===== src/rtl/chain_dma_pkg.sv =====
`timescale 1ns/1ps
package chain_dma_pkg;
  // Register offsets
  localparam logic [3:0] OFF_CSR  = 4'h0;
  localparam logic [3:0] OFF_ADDR = 4'h4;
  localparam logic [3:0] OFF_CNT  = 4'h8;

  // Control/status bit positions
  localparam int CSR_RST   = 0;
  localparam int CSR_TC    = 1;
  localparam int CSR_CPEND = 2;
  localparam int CSR_DRAIN = 3;
  localparam int CSR_CHAIN = 4;
  localparam int CSR_TOMEM = 5;
  localparam int CSR_EN    = 6;
  localparam int CSR_CNTEN = 7;
  localparam int CSR_IEN   = 8;
  localparam int CSR_IPEND = 9;
  localparam int CSR_ERR   = 10;
  localparam int CSR_BSZ   = 11;

  typedef enum logic [1:0] {
    ENG_IDLE  = 2'd0,
    ENG_REQ   = 2'd1,
    ENG_DATA  = 2'd2,
    ENG_DRAIN = 2'd3
  } eng_state_t;
endpackage


===== src/rtl/chain_dma_regs.sv =====
`timescale 1ns/1ps
module chain_dma_regs
  import chain_dma_pkg::*;
#(
  parameter int ADDR_W      = 32,
  parameter int CNT_W       = 24,
  parameter int BURST_BYTES = 64
) (
  input  logic              clk,
  input  logic              rst,
  input  logic              reg_wr,
  input  logic              reg_rd,
  input  logic [3:0]        reg_addr,
  input  logic [31:0]       reg_wdata,
  output logic [31:0]       reg_rdata,
  output logic              irq,
  input  logic              burst_done,
  input  logic              burst_err,
  input  logic              cyc_pend,
  input  logic              draining,
  output logic              go,
  output logic              to_mem_o,
  output logic              abort_o,
  output logic              err_o,
  output logic [ADDR_W-1:0] cur_addr_o
);
  localparam int BLK_LSB = $clog2(BURST_BYTES);

  // control bits
  logic       rst_bit, chain_en, to_mem, dma_en, cnt_en, int_en;
  logic [1:0] bsz;
  // status
  logic       tc_q, err_q;
  // buffer pairs
  logic              cur_valid, armed;
  logic [ADDR_W-1:0] cur_addr, nxt_addr;
  logic [CNT_W-1:0]  cur_cnt, nxt_cnt;

  logic csr_wr, adr_wr, cnt_wr, term, misaligned;
  logic [31:0] csr_view;

  assign csr_wr     = reg_wr && (reg_addr == OFF_CSR);
  assign adr_wr     = reg_wr && (reg_addr == OFF_ADDR);
  assign cnt_wr     = reg_wr && (reg_addr == OFF_CNT);
  assign misaligned = |reg_wdata[BLK_LSB-1:0];
  assign term       = burst_done && cnt_en && (cur_cnt == CNT_W'(BURST_BYTES));

  always_ff @(posedge clk) begin
    if (rst) begin
      rst_bit   <= 1'b0;
      chain_en  <= 1'b0;
      to_mem    <= 1'b0;
      dma_en    <= 1'b0;
      cnt_en    <= 1'b0;
      int_en    <= 1'b0;
      bsz       <= 2'b00;
      tc_q      <= 1'b0;
      err_q     <= 1'b0;
      cur_valid <= 1'b0;
      armed     <= 1'b0;
      cur_addr  <= '0;
      nxt_addr  <= '0;
      cur_cnt   <= '0;
      nxt_cnt   <= '0;
    end else begin
      if (csr_wr) begin
        rst_bit  <= reg_wdata[CSR_RST];
        chain_en <= reg_wdata[CSR_CHAIN];
        to_mem   <= reg_wdata[CSR_TOMEM];
        dma_en   <= reg_wdata[CSR_EN];
        cnt_en   <= reg_wdata[CSR_CNTEN];
        int_en   <= reg_wdata[CSR_IEN];
        bsz      <= reg_wdata[CSR_BSZ+1:CSR_BSZ];
        if (reg_wdata[CSR_TC]) tc_q <= 1'b0;
      end
      // advance after each completed burst
      if (burst_done) begin
        cur_addr <= cur_addr + ADDR_W'(BURST_BYTES);
        if (cnt_en) cur_cnt <= cur_cnt - CNT_W'(BURST_BYTES);
      end
      // terminal count: reload from the queue or stop
      if (term) begin
        tc_q <= 1'b1;
        if (chain_en && armed) begin
          cur_addr <= nxt_addr;
          cur_cnt  <= nxt_cnt;
          armed    <= 1'b0;
        end else begin
          cur_valid <= 1'b0;
        end
      end
      if (cnt_wr) nxt_cnt <= {reg_wdata[CNT_W-1:BLK_LSB], {BLK_LSB{1'b0}}};
      if (adr_wr) begin
        if (misaligned) begin
          err_q <= 1'b1;
        end else begin
          nxt_addr <= reg_wdata[ADDR_W-1:0];
          if (!cur_valid) begin
            cur_addr  <= reg_wdata[ADDR_W-1:0];
            cur_cnt   <= nxt_cnt;
            cur_valid <= (nxt_cnt != '0);
          end else begin
            armed <= (nxt_cnt != '0);
          end
        end
      end
      if (burst_err) err_q <= 1'b1;
      // soft reset wins over everything above
      if (csr_wr && reg_wdata[CSR_RST]) begin
        tc_q      <= 1'b0;
        err_q     <= 1'b0;
        cur_valid <= 1'b0;
        armed     <= 1'b0;
      end
    end
  end

  always_comb begin
    csr_view                      = '0;
    csr_view[CSR_RST]             = rst_bit;
    csr_view[CSR_TC]              = tc_q;
    csr_view[CSR_CPEND]           = cyc_pend;
    csr_view[CSR_DRAIN]           = draining;
    csr_view[CSR_CHAIN]           = chain_en;
    csr_view[CSR_TOMEM]           = to_mem;
    csr_view[CSR_EN]              = dma_en;
    csr_view[CSR_CNTEN]           = cnt_en;
    csr_view[CSR_IEN]             = int_en;
    csr_view[CSR_IPEND]           = tc_q && int_en;
    csr_view[CSR_ERR]             = err_q;
    csr_view[CSR_BSZ+1:CSR_BSZ]   = bsz;
  end

  always_ff @(posedge clk) begin
    if (rst) begin
      reg_rdata <= '0;
      irq       <= 1'b0;
    end else begin
      irq <= (tc_q && int_en) || err_q;
      if (reg_rd) begin
        case (reg_addr)
          OFF_CSR:  reg_rdata <= csr_view;
          OFF_ADDR: reg_rdata <= 32'(dma_en ? nxt_addr : cur_addr);
          OFF_CNT:  reg_rdata <= 32'(dma_en ? nxt_cnt : cur_cnt);
          default:  reg_rdata <= '0;
        endcase
      end
    end
  end

  assign go         = dma_en && !rst_bit && !err_q && cur_valid;
  assign to_mem_o   = to_mem;
  assign abort_o    = rst_bit;
  assign err_o      = err_q;
  assign cur_addr_o = cur_addr;

  // a one in the TC position clears the flag unless a new terminal count lands
  p_tc_w1c_r6: assert property (@(posedge clk) disable iff (rst)
    csr_wr && reg_wdata[CSR_TC] && !term |=> !tc_q);

  // a queued buffer is taken over at terminal count
  p_chain_r3: assert property (@(posedge clk) disable iff (rst)
    term && chain_en && armed && !adr_wr && !(csr_wr && reg_wdata[CSR_RST])
    |=> cur_valid && !armed);
endmodule


===== src/rtl/chain_dma_engine.sv =====
`timescale 1ns/1ps
module chain_dma_engine
  import chain_dma_pkg::*;
#(
  parameter int ADDR_W      = 32,
  parameter int DATA_W      = 32,
  parameter int BURST_WORDS = 16,
  parameter int LEN_W       = 5
) (
  input  logic              clk,
  input  logic              rst,
  input  logic              go,
  input  logic              to_mem,
  input  logic              abort,
  input  logic [ADDR_W-1:0] start_addr,
  output logic              mem_req_valid,
  input  logic              mem_req_ready,
  output logic [ADDR_W-1:0] mem_req_addr,
  output logic              mem_req_write,
  output logic [LEN_W-1:0]  mem_req_len,
  input  logic              mem_rvalid,
  input  logic [DATA_W-1:0] mem_rdata,
  output logic              mem_rready,
  output logic              mem_wvalid,
  output logic [DATA_W-1:0] mem_wdata,
  input  logic              mem_wready,
  input  logic              mem_err,
  output logic              per_tx_valid,
  input  logic              per_tx_ready,
  output logic [DATA_W-1:0] per_tx_data,
  input  logic              per_rx_valid,
  output logic              per_rx_ready,
  input  logic [DATA_W-1:0] per_rx_data,
  output logic              burst_done,
  output logic              burst_err,
  output logic              cyc_pend,
  output logic              draining
);
  localparam int BLK_LSB = $clog2(BURST_WORDS * DATA_W / 8);

  eng_state_t        st;
  logic [LEN_W-1:0]  beat_cnt;
  logic              dir_q;
  logic [ADDR_W-1:0] addr_q;
  logic              rd_phase, wr_phase, in_drain, beat, last;

  assign rd_phase = (st == ENG_DATA) && !dir_q;
  assign wr_phase = (st == ENG_DATA) && dir_q;
  assign in_drain = (st == ENG_DRAIN);

  assign mem_rready   = (rd_phase && per_tx_ready) || (in_drain && !dir_q);
  assign per_tx_valid = rd_phase && mem_rvalid;
  assign per_tx_data  = mem_rdata;
  assign mem_wvalid   = (wr_phase && per_rx_valid) || (in_drain && dir_q);
  assign mem_wdata    = in_drain ? '0 : per_rx_data;
  assign per_rx_ready = wr_phase && mem_wready;

  assign beat = dir_q ? (mem_wvalid && mem_wready) : (mem_rvalid && mem_rready);
  assign last = beat && (beat_cnt == LEN_W'(BURST_WORDS - 1));

  assign burst_done = (st == ENG_DATA) && last && !mem_err && !abort;
  assign burst_err  = (st == ENG_DATA) && mem_err;

  always_ff @(posedge clk) begin
    if (rst) begin
      st       <= ENG_IDLE;
      beat_cnt <= '0;
      dir_q    <= 1'b0;
      addr_q   <= '0;
    end else begin
      case (st)
        ENG_IDLE: if (go && !abort) begin
          addr_q <= start_addr;
          dir_q  <= to_mem;
          st     <= ENG_REQ;
        end
        ENG_REQ: if (mem_req_ready) begin
          beat_cnt <= '0;
          st       <= abort ? ENG_DRAIN : ENG_DATA;
        end
        ENG_DATA: begin
          if (mem_err) begin
            st <= ENG_IDLE;
          end else begin
            if (beat) beat_cnt <= beat_cnt + 1'b1;
            if (last)       st <= ENG_IDLE;
            else if (abort) st <= ENG_DRAIN;
          end
        end
        default: begin
          if (mem_err || last) st <= ENG_IDLE;
          else if (beat)       beat_cnt <= beat_cnt + 1'b1;
        end
      endcase
    end
  end

  assign mem_req_valid = (st == ENG_REQ);
  assign mem_req_addr  = addr_q;
  assign mem_req_write = dir_q;
  assign mem_req_len   = LEN_W'(BURST_WORDS);
  assign cyc_pend      = (st == ENG_REQ);
  assign draining      = in_drain;

  // an offered request is held with a fixed address until accepted
  p_req_hold_r9: assert property (@(posedge clk) disable iff (rst)
    mem_req_valid && !mem_req_ready |=> mem_req_valid && $stable(mem_req_addr));

  // burst addresses sit on a burst boundary
  p_req_aligned_r4: assert property (@(posedge clk) disable iff (rst)
    mem_req_valid |-> (mem_req_addr[BLK_LSB-1:0] == '0));

  // never read and write beats at once
  p_one_dir_r11: assert property (@(posedge clk) disable iff (rst)
    !(mem_rready && mem_wvalid));
endmodule


===== src/rtl/chain_dma_chan.sv =====
`timescale 1ns/1ps
module chain_dma_chan #(
  parameter int ADDR_W      = 32,
  parameter int CNT_W       = 24,
  parameter int DATA_W      = 32,
  parameter int BURST_WORDS = 16,
  parameter int LEN_W       = $clog2(BURST_WORDS + 1)
) (
  input  logic              clk,
  input  logic              rst,
  input  logic              reg_wr,
  input  logic              reg_rd,
  input  logic [3:0]        reg_addr,
  input  logic [31:0]       reg_wdata,
  output logic [31:0]       reg_rdata,
  output logic              irq,
  output logic              mem_req_valid,
  input  logic              mem_req_ready,
  output logic [ADDR_W-1:0] mem_req_addr,
  output logic              mem_req_write,
  output logic [LEN_W-1:0]  mem_req_len,
  input  logic              mem_rvalid,
  input  logic [DATA_W-1:0] mem_rdata,
  output logic              mem_rready,
  output logic              mem_wvalid,
  output logic [DATA_W-1:0] mem_wdata,
  input  logic              mem_wready,
  input  logic              mem_err,
  output logic              per_tx_valid,
  input  logic              per_tx_ready,
  output logic [DATA_W-1:0] per_tx_data,
  input  logic              per_rx_valid,
  output logic              per_rx_ready,
  input  logic [DATA_W-1:0] per_rx_data
);
  localparam int BURST_BYTES = BURST_WORDS * DATA_W / 8;

  logic              go, to_mem, abort, err_pend;
  logic              burst_done, burst_err, cyc_pend, draining;
  logic [ADDR_W-1:0] cur_addr;

  chain_dma_regs #(
    .ADDR_W(ADDR_W), .CNT_W(CNT_W), .BURST_BYTES(BURST_BYTES)
  ) regs_i (
    .clk(clk), .rst(rst),
    .reg_wr(reg_wr), .reg_rd(reg_rd), .reg_addr(reg_addr),
    .reg_wdata(reg_wdata), .reg_rdata(reg_rdata), .irq(irq),
    .burst_done(burst_done), .burst_err(burst_err),
    .cyc_pend(cyc_pend), .draining(draining),
    .go(go), .to_mem_o(to_mem), .abort_o(abort), .err_o(err_pend),
    .cur_addr_o(cur_addr)
  );

  chain_dma_engine #(
    .ADDR_W(ADDR_W), .DATA_W(DATA_W), .BURST_WORDS(BURST_WORDS), .LEN_W(LEN_W)
  ) eng_i (
    .clk(clk), .rst(rst),
    .go(go), .to_mem(to_mem), .abort(abort), .start_addr(cur_addr),
    .mem_req_valid(mem_req_valid), .mem_req_ready(mem_req_ready),
    .mem_req_addr(mem_req_addr), .mem_req_write(mem_req_write),
    .mem_req_len(mem_req_len),
    .mem_rvalid(mem_rvalid), .mem_rdata(mem_rdata), .mem_rready(mem_rready),
    .mem_wvalid(mem_wvalid), .mem_wdata(mem_wdata), .mem_wready(mem_wready),
    .mem_err(mem_err),
    .per_tx_valid(per_tx_valid), .per_tx_ready(per_tx_ready), .per_tx_data(per_tx_data),
    .per_rx_valid(per_rx_valid), .per_rx_ready(per_rx_ready), .per_rx_data(per_rx_data),
    .burst_done(burst_done), .burst_err(burst_err),
    .cyc_pend(cyc_pend), .draining(draining)
  );

  // a new request only follows a cycle with no error and no soft reset
  p_no_issue_blocked_r10: assert property (@(posedge clk) disable iff (rst)
    $rose(mem_req_valid) |-> $past(!err_pend && !abort));
endmodule


===== config.mk =====
export PLATFORM = sky130hd
export DESIGN_NAME = chain_dma_chan
export DESIGN_NICKNAME = d
export VERILOG_FILES = /design/src/rtl/chain_dma_pkg.sv /design/src/rtl/chain_dma_regs.sv /design/src/rtl/chain_dma_engine.sv /design/src/rtl/chain_dma_chan.sv
export SDC_FILE = /design/constraint.sdc
export NUM_CORES = 1
export LEC_CHECK = 0
export BUFFER_PORTS_ARGS = -buffer_cell sky130_fd_sc_hd__buf_2
export CAP_MARGIN = 40
export CORE_MARGIN = 2
export CORE_UTILIZATION = 44
export CTS_BUF_LIST = sky130_fd_sc_hd__clkbuf_4 sky130_fd_sc_hd__clkbuf_8
export DETAILED_ROUTE_END_ITERATION = 12
export PLACE_DENSITY = 0.8
export SYNTH_ARGS = -nofsm -noshare
export SYNTH_HDL_FRONTEND = slang
export SYNTH_SLANG_ARGS = --single-unit
export TNS_END_PERCENT = 10

===== constraint.sdc =====
create_clock -name clk -period 4.82 [get_ports clk]
set_input_delay 0.964 -clock clk [delete_from_list [all_inputs] [get_ports clk]]
set_output_delay 0.964 -clock clk [all_outputs]
set_load 0.01 [all_outputs]

==> reports/qor.tcl <==
set qor(run_status) {finished, final reports clean}
set qor(fill_cell_total_of_the_finished_layout) 2048
set qor(grt_antenna_before_repair) 0
set qor(wl_per_cell_um) 18.3
set qor(number_of_synthesized_flops_with_an_enable_pin) 0
set qor(p_leak_nw) 3.88
set qor(power_density_mw_per_mm2) 254
set qor(crit_path_end_kind) {register}
set qor(worst_slew_pin_slew_ns) 0.875
set qor(worst_setup_slack_final_ns) 1.48
set qor(drt_drc_violations_left) 0
set qor(antenna_left) 0
set qor(hold_class) {reg -> reg}
set qor(htree_levels) 4
set qor(total_power_w) 0.00276
set qor(area_growth_syn_to_layout_pct) 12.3
set qor(yosys_register_bits) 191
set qor(ys_async_sr_fraction) 0
set qor(timing.max_cap.violations) 0
set qor(path_delay_family) {simple AND/OR/NAND/NOR gates}
set qor(post_synth_instance_area_mm2) 0.00966
set qor(start_util) 0.445
set qor(design_area_mm2) 0.0109
set qor(post_cts_repair_timing_setup_buffer_count) 0
set qor(layout_worst_path_cycle_share) 0.692
set qor(achievable-frequency_ghz) 0.300
set qor(critical_path.slowest_cell) {sky130_fd_sc_hd__or4_1}
set qor(clock_tree_from_tritoncts) {done}
set qor(netlist_instances) 1207
set qor(crit_buf_inv) 2
set qor(timing.critical_path.required_ns) 5.15
set qor(post_cts.resized_instances) 0
set qor(cp-start-kind) {register}
set qor(relSlewSlack) 0.413
set qor(tritoncts_buffer_count) 17
set qor(detailedRoute.firstPassIterationCount) 5
set qor(placement.setup.worst_slack_ns) 1.30
set qor(io_pins) 250
set qor(postCtsHoldBufs) 0
set qor(cts.sink_count) 191
set qor(first_global_vias) 8813
set qor(ys_types) 62
set qor(clock-root-buffer) {sky130_fd_sc_hd__clkbuf_8}
set qor(largest_net_degree_at_the_start_of_global_routing) 83
set qor(via_count) 9298
set qor(worstPathMaxFanout) 36
set qor(timing.critical_path.cells) {inv_1 -> ha_1 -> a21oi_1 -> o22a_1 -> buf_4 -> or4_1 -> nand2_1 -> o22ai_1}
set qor(max-clock-path-buffers) 2
set qor(vdd_drop_max_mv) 0.152
set qor(critPathKind) {reg -> reg}
set qor(largest_stage_delay_on_the_critical_path_ns) 0.87
set qor(timing.final.hold_violations) 0
set qor(setup_viol) 0
set qor(port_buffers) 180
set qor(layout-drive-gt1-share) 0.201
set qor(grtUsageTotal) 0.247
set qor(unrepaired_setup_endpoints_after_global_routing) {no}
set qor(clkLatencyLatePin_ns) 0.48
set qor(core-area_mm2) 0.0217
set qor(wl_um) 29300
set qor(postPlaceCellArea_mm2) 0.0105
set qor(floorplan.die.height_um) 152
set qor(worst-endpoint-arrival_ns) 3.67
set qor(final_period_minus_worst_setup_slack_ns) 3.34
set qor(insertedDiodeCount) 0
set qor(synth_sequential_area_ratio) 0.396
set qor(reg2reg_setup_slack_ns) 1.48
set qor(totalNegativeSetupSlack_ns) 0
set qor(clock_transition_at_path_regs_ns) 0.09
set qor(dominant_register_cell_in_the_synthesized_netlist) {sky130_fd_sc_hd__dfxtp_1}
set qor(avgViaCountPerCell) 5.82
set qor(syn_avg_cell_area_um2) 8.00
set qor(die-area_mm2) 0.0232
set qor(final.setup_skew_ns) 0.0151
set qor(finalWeightedCongestion) 0.881
set qor(grt.overflow.total) 0
set qor(detail_route.iter0.violations) 1142
set qor(detailedPlacementHpwl_um) 20900
set qor(global_route_wire_length_before_repair_um) 46700
set qor(number_of_rows_created_at_floorplan) 54
set qor(nets_finish) 1424
set qor(synth.yosys.warnings) 0
set qor(die_width_um) 152
set qor(count_of_final_max_slew_check_failures) 0
-- per-stage QoR --
| stage | utilization | std cells | hold WS, ns |
|---|---|---|---|
| finish | 0.500 | 1597 | 0.455 |
| global route | 0.500 | 1597 | 0.473 |
| CTS | 0.500 | 1597 | 0.458 |
| detailed placement | 0.483 | 1565 | 0.445 |
| global placement | 0.482 | 1563 | 0.441 |
| floorplan | - | 1210 | 0.437 |
-- layout by cell type, fill, tap and decap left out, types with 6 or more instances in the layout --
cell                       count
sky130_fd_sc_hd__nor3_1       21
sky130_fd_sc_hd__o21ai_0      38
sky130_fd_sc_hd__a32oi_1      11
sky130_fd_sc_hd__buf_4        22
sky130_fd_sc_hd__nand2_1     211
sky130_fd_sc_hd__buf_2       179
sky130_fd_sc_hd__nor2b_1      52
sky130_fd_sc_hd__mux2_2       13
sky130_fd_sc_hd__or4_1        17
sky130_fd_sc_hd__a21oi_1     153
sky130_fd_sc_hd__nor2_1       36
sky130_fd_sc_hd__dfxtp_1     190
sky130_fd_sc_hd__ha_1         10
sky130_fd_sc_hd__nor4b_1       6
sky130_fd_sc_hd__a211oi_1     22
sky130_fd_sc_hd__a222oi_1      6
sky130_fd_sc_hd__mux2i_1      35
sky130_fd_sc_hd__and3_1       11
sky130_fd_sc_hd__xor2_1       17
sky130_fd_sc_hd__o22ai_1      21
sky130_fd_sc_hd__a221o_1       8
sky130_fd_sc_hd__and2_1       16
sky130_fd_sc_hd__nand3b_1      7
sky130_fd_sc_hd__xnor2_1      13
sky130_fd_sc_hd__o31ai_1      10
sky130_fd_sc_hd__nand3_1      30
sky130_fd_sc_hd__nand4_1      22
sky130_fd_sc_hd__nand2b_1     17
sky130_fd_sc_hd__clkbuf_8     21
sky130_fd_sc_hd__nor4_1       15
sky130_fd_sc_hd__inv_1        21
-- where the power goes --
group,internal [W],switching [W]
Combinational,0.0000550,0.000102
Clock,0.000425,0.000593
Sequential,0.00158,0.00000487
Total,0.00206,0.000699
-- flip-flops by register name (all words and copies together), names as in the netlist, 2 cells and up --
signal,flops
regs_i.nxt_addr,32
regs_i.nxt_cnt,18
eng_i.beat_cnt,5
regs_i.bsz,2
regs_i.cur_cnt,24
regs_i.cur_addr_o,32
regs_i.reg_rdata,32
eng_i.mem_req_addr,32
eng_i.st,2
-- synth_stat cells, types with 7 or more instances --
cell,number,share of area
sky130_fd_sc_hd__o21ai_0,38,0.020
sky130_fd_sc_hd__buf_4,40,0.031
sky130_fd_sc_hd__nand2b_1,17,0.011
sky130_fd_sc_hd__nand3b_1,7,0.0054
sky130_fd_sc_hd__dfxtp_1,191,0.40
sky130_fd_sc_hd__a221o_1,8,0.0083
sky130_fd_sc_hd__a211oi_1,22,0.017
sky130_fd_sc_hd__xor2_1,17,0.015
sky130_fd_sc_hd__nor3_1,22,0.011
sky130_fd_sc_hd__nand2_1,211,0.082
sky130_fd_sc_hd__ha_1,10,0.013
sky130_fd_sc_hd__mux2i_1,35,0.036
sky130_fd_sc_hd__a32oi_1,11,0.010
sky130_fd_sc_hd__xnor2_1,13,0.012
sky130_fd_sc_hd__and3_1,11,0.0071
sky130_fd_sc_hd__or4_1,17,0.013
sky130_fd_sc_hd__nand4_1,22,0.014
sky130_fd_sc_hd__mux2_2,13,0.015
sky130_fd_sc_hd__nor2b_1,52,0.034
sky130_fd_sc_hd__o22ai_1,22,0.014
sky130_fd_sc_hd__and2_1,16,0.010
sky130_fd_sc_hd__inv_1,21,0.0082
sky130_fd_sc_hd__nand3_1,30,0.016
sky130_fd_sc_hd__clkbuf_1,75,0.029
sky130_fd_sc_hd__nor4_1,18,0.012
sky130_fd_sc_hd__o31ai_1,10,0.0078
sky130_fd_sc_hd__a21oi_1,153,0.079
sky130_fd_sc_hd__nor2_1,36,0.014
-- worst min-delay path, delay by kind of cell (launching register included) --
family / cells / cell delay (ns)
DFF: 1 / 0.31
AOI/OAI and AO/OA: 1 / 0.05
and+or+nand+nor: 1 / 0.05
-- cell type report --
| class | count | area [µm²] | share of cell area |
|---|---|---|---|
| Timing Repair Buffer | 202 | 1080 | 0.0991 |
| Inverter | 21 | 78.8 | 0.00726 |
| Clock buffer | 22 | 297 | 0.0273 |
| Clock inverter | 10 | 76.3 | 0.00703 |
| Multi-Input combinational cell | 871 | 5150 | 0.475 |
| Tap cell | 280 | 350 | 0.0323 |
| Sequential cell | 191 | 3820 | 0.352 |
-- logic make-up after synthesis --
| kind of cell | after synthesis | synth area share |
|---|---|---|
| buf+inv | 148 | 0.0754 |
| compound gates | 295 | 0.184 |
| fa+ha+maj | 10 | 0.0130 |
| flops | 191 | 0.396 |
| simple gates | 483 | 0.253 |
| other cells | 2 | 0.000777 |
| xor+xnor | 30 | 0.0272 |
| mux | 48 | 0.0514 |
-- worst paths after layout --
kind                                        startpoint                     end  depth (start not counted)
worst max-delay path                       eng_i.st[0]   regs_i.cur_addr_o[27]                          8
worst min-delay path            eng_i.mem_req_addr[21]  eng_i.mem_req_addr[21]                          2
worst max register to register             eng_i.st[0]   regs_i.cur_addr_o[27]                          8
worst min register to register  eng_i.mem_req_addr[21]  eng_i.mem_req_addr[21]                          2
-- layer usage --
layer	part of all wire	vias up	global-route usage
met1	0.43	4371	0.325
met5	0	-	0
met4	0.026	0	0.0903
met3	0.081	80	0.0529
met2	0.47	436	0.399
li1	-	4411	-
Power figures use the tool's default switching activity.
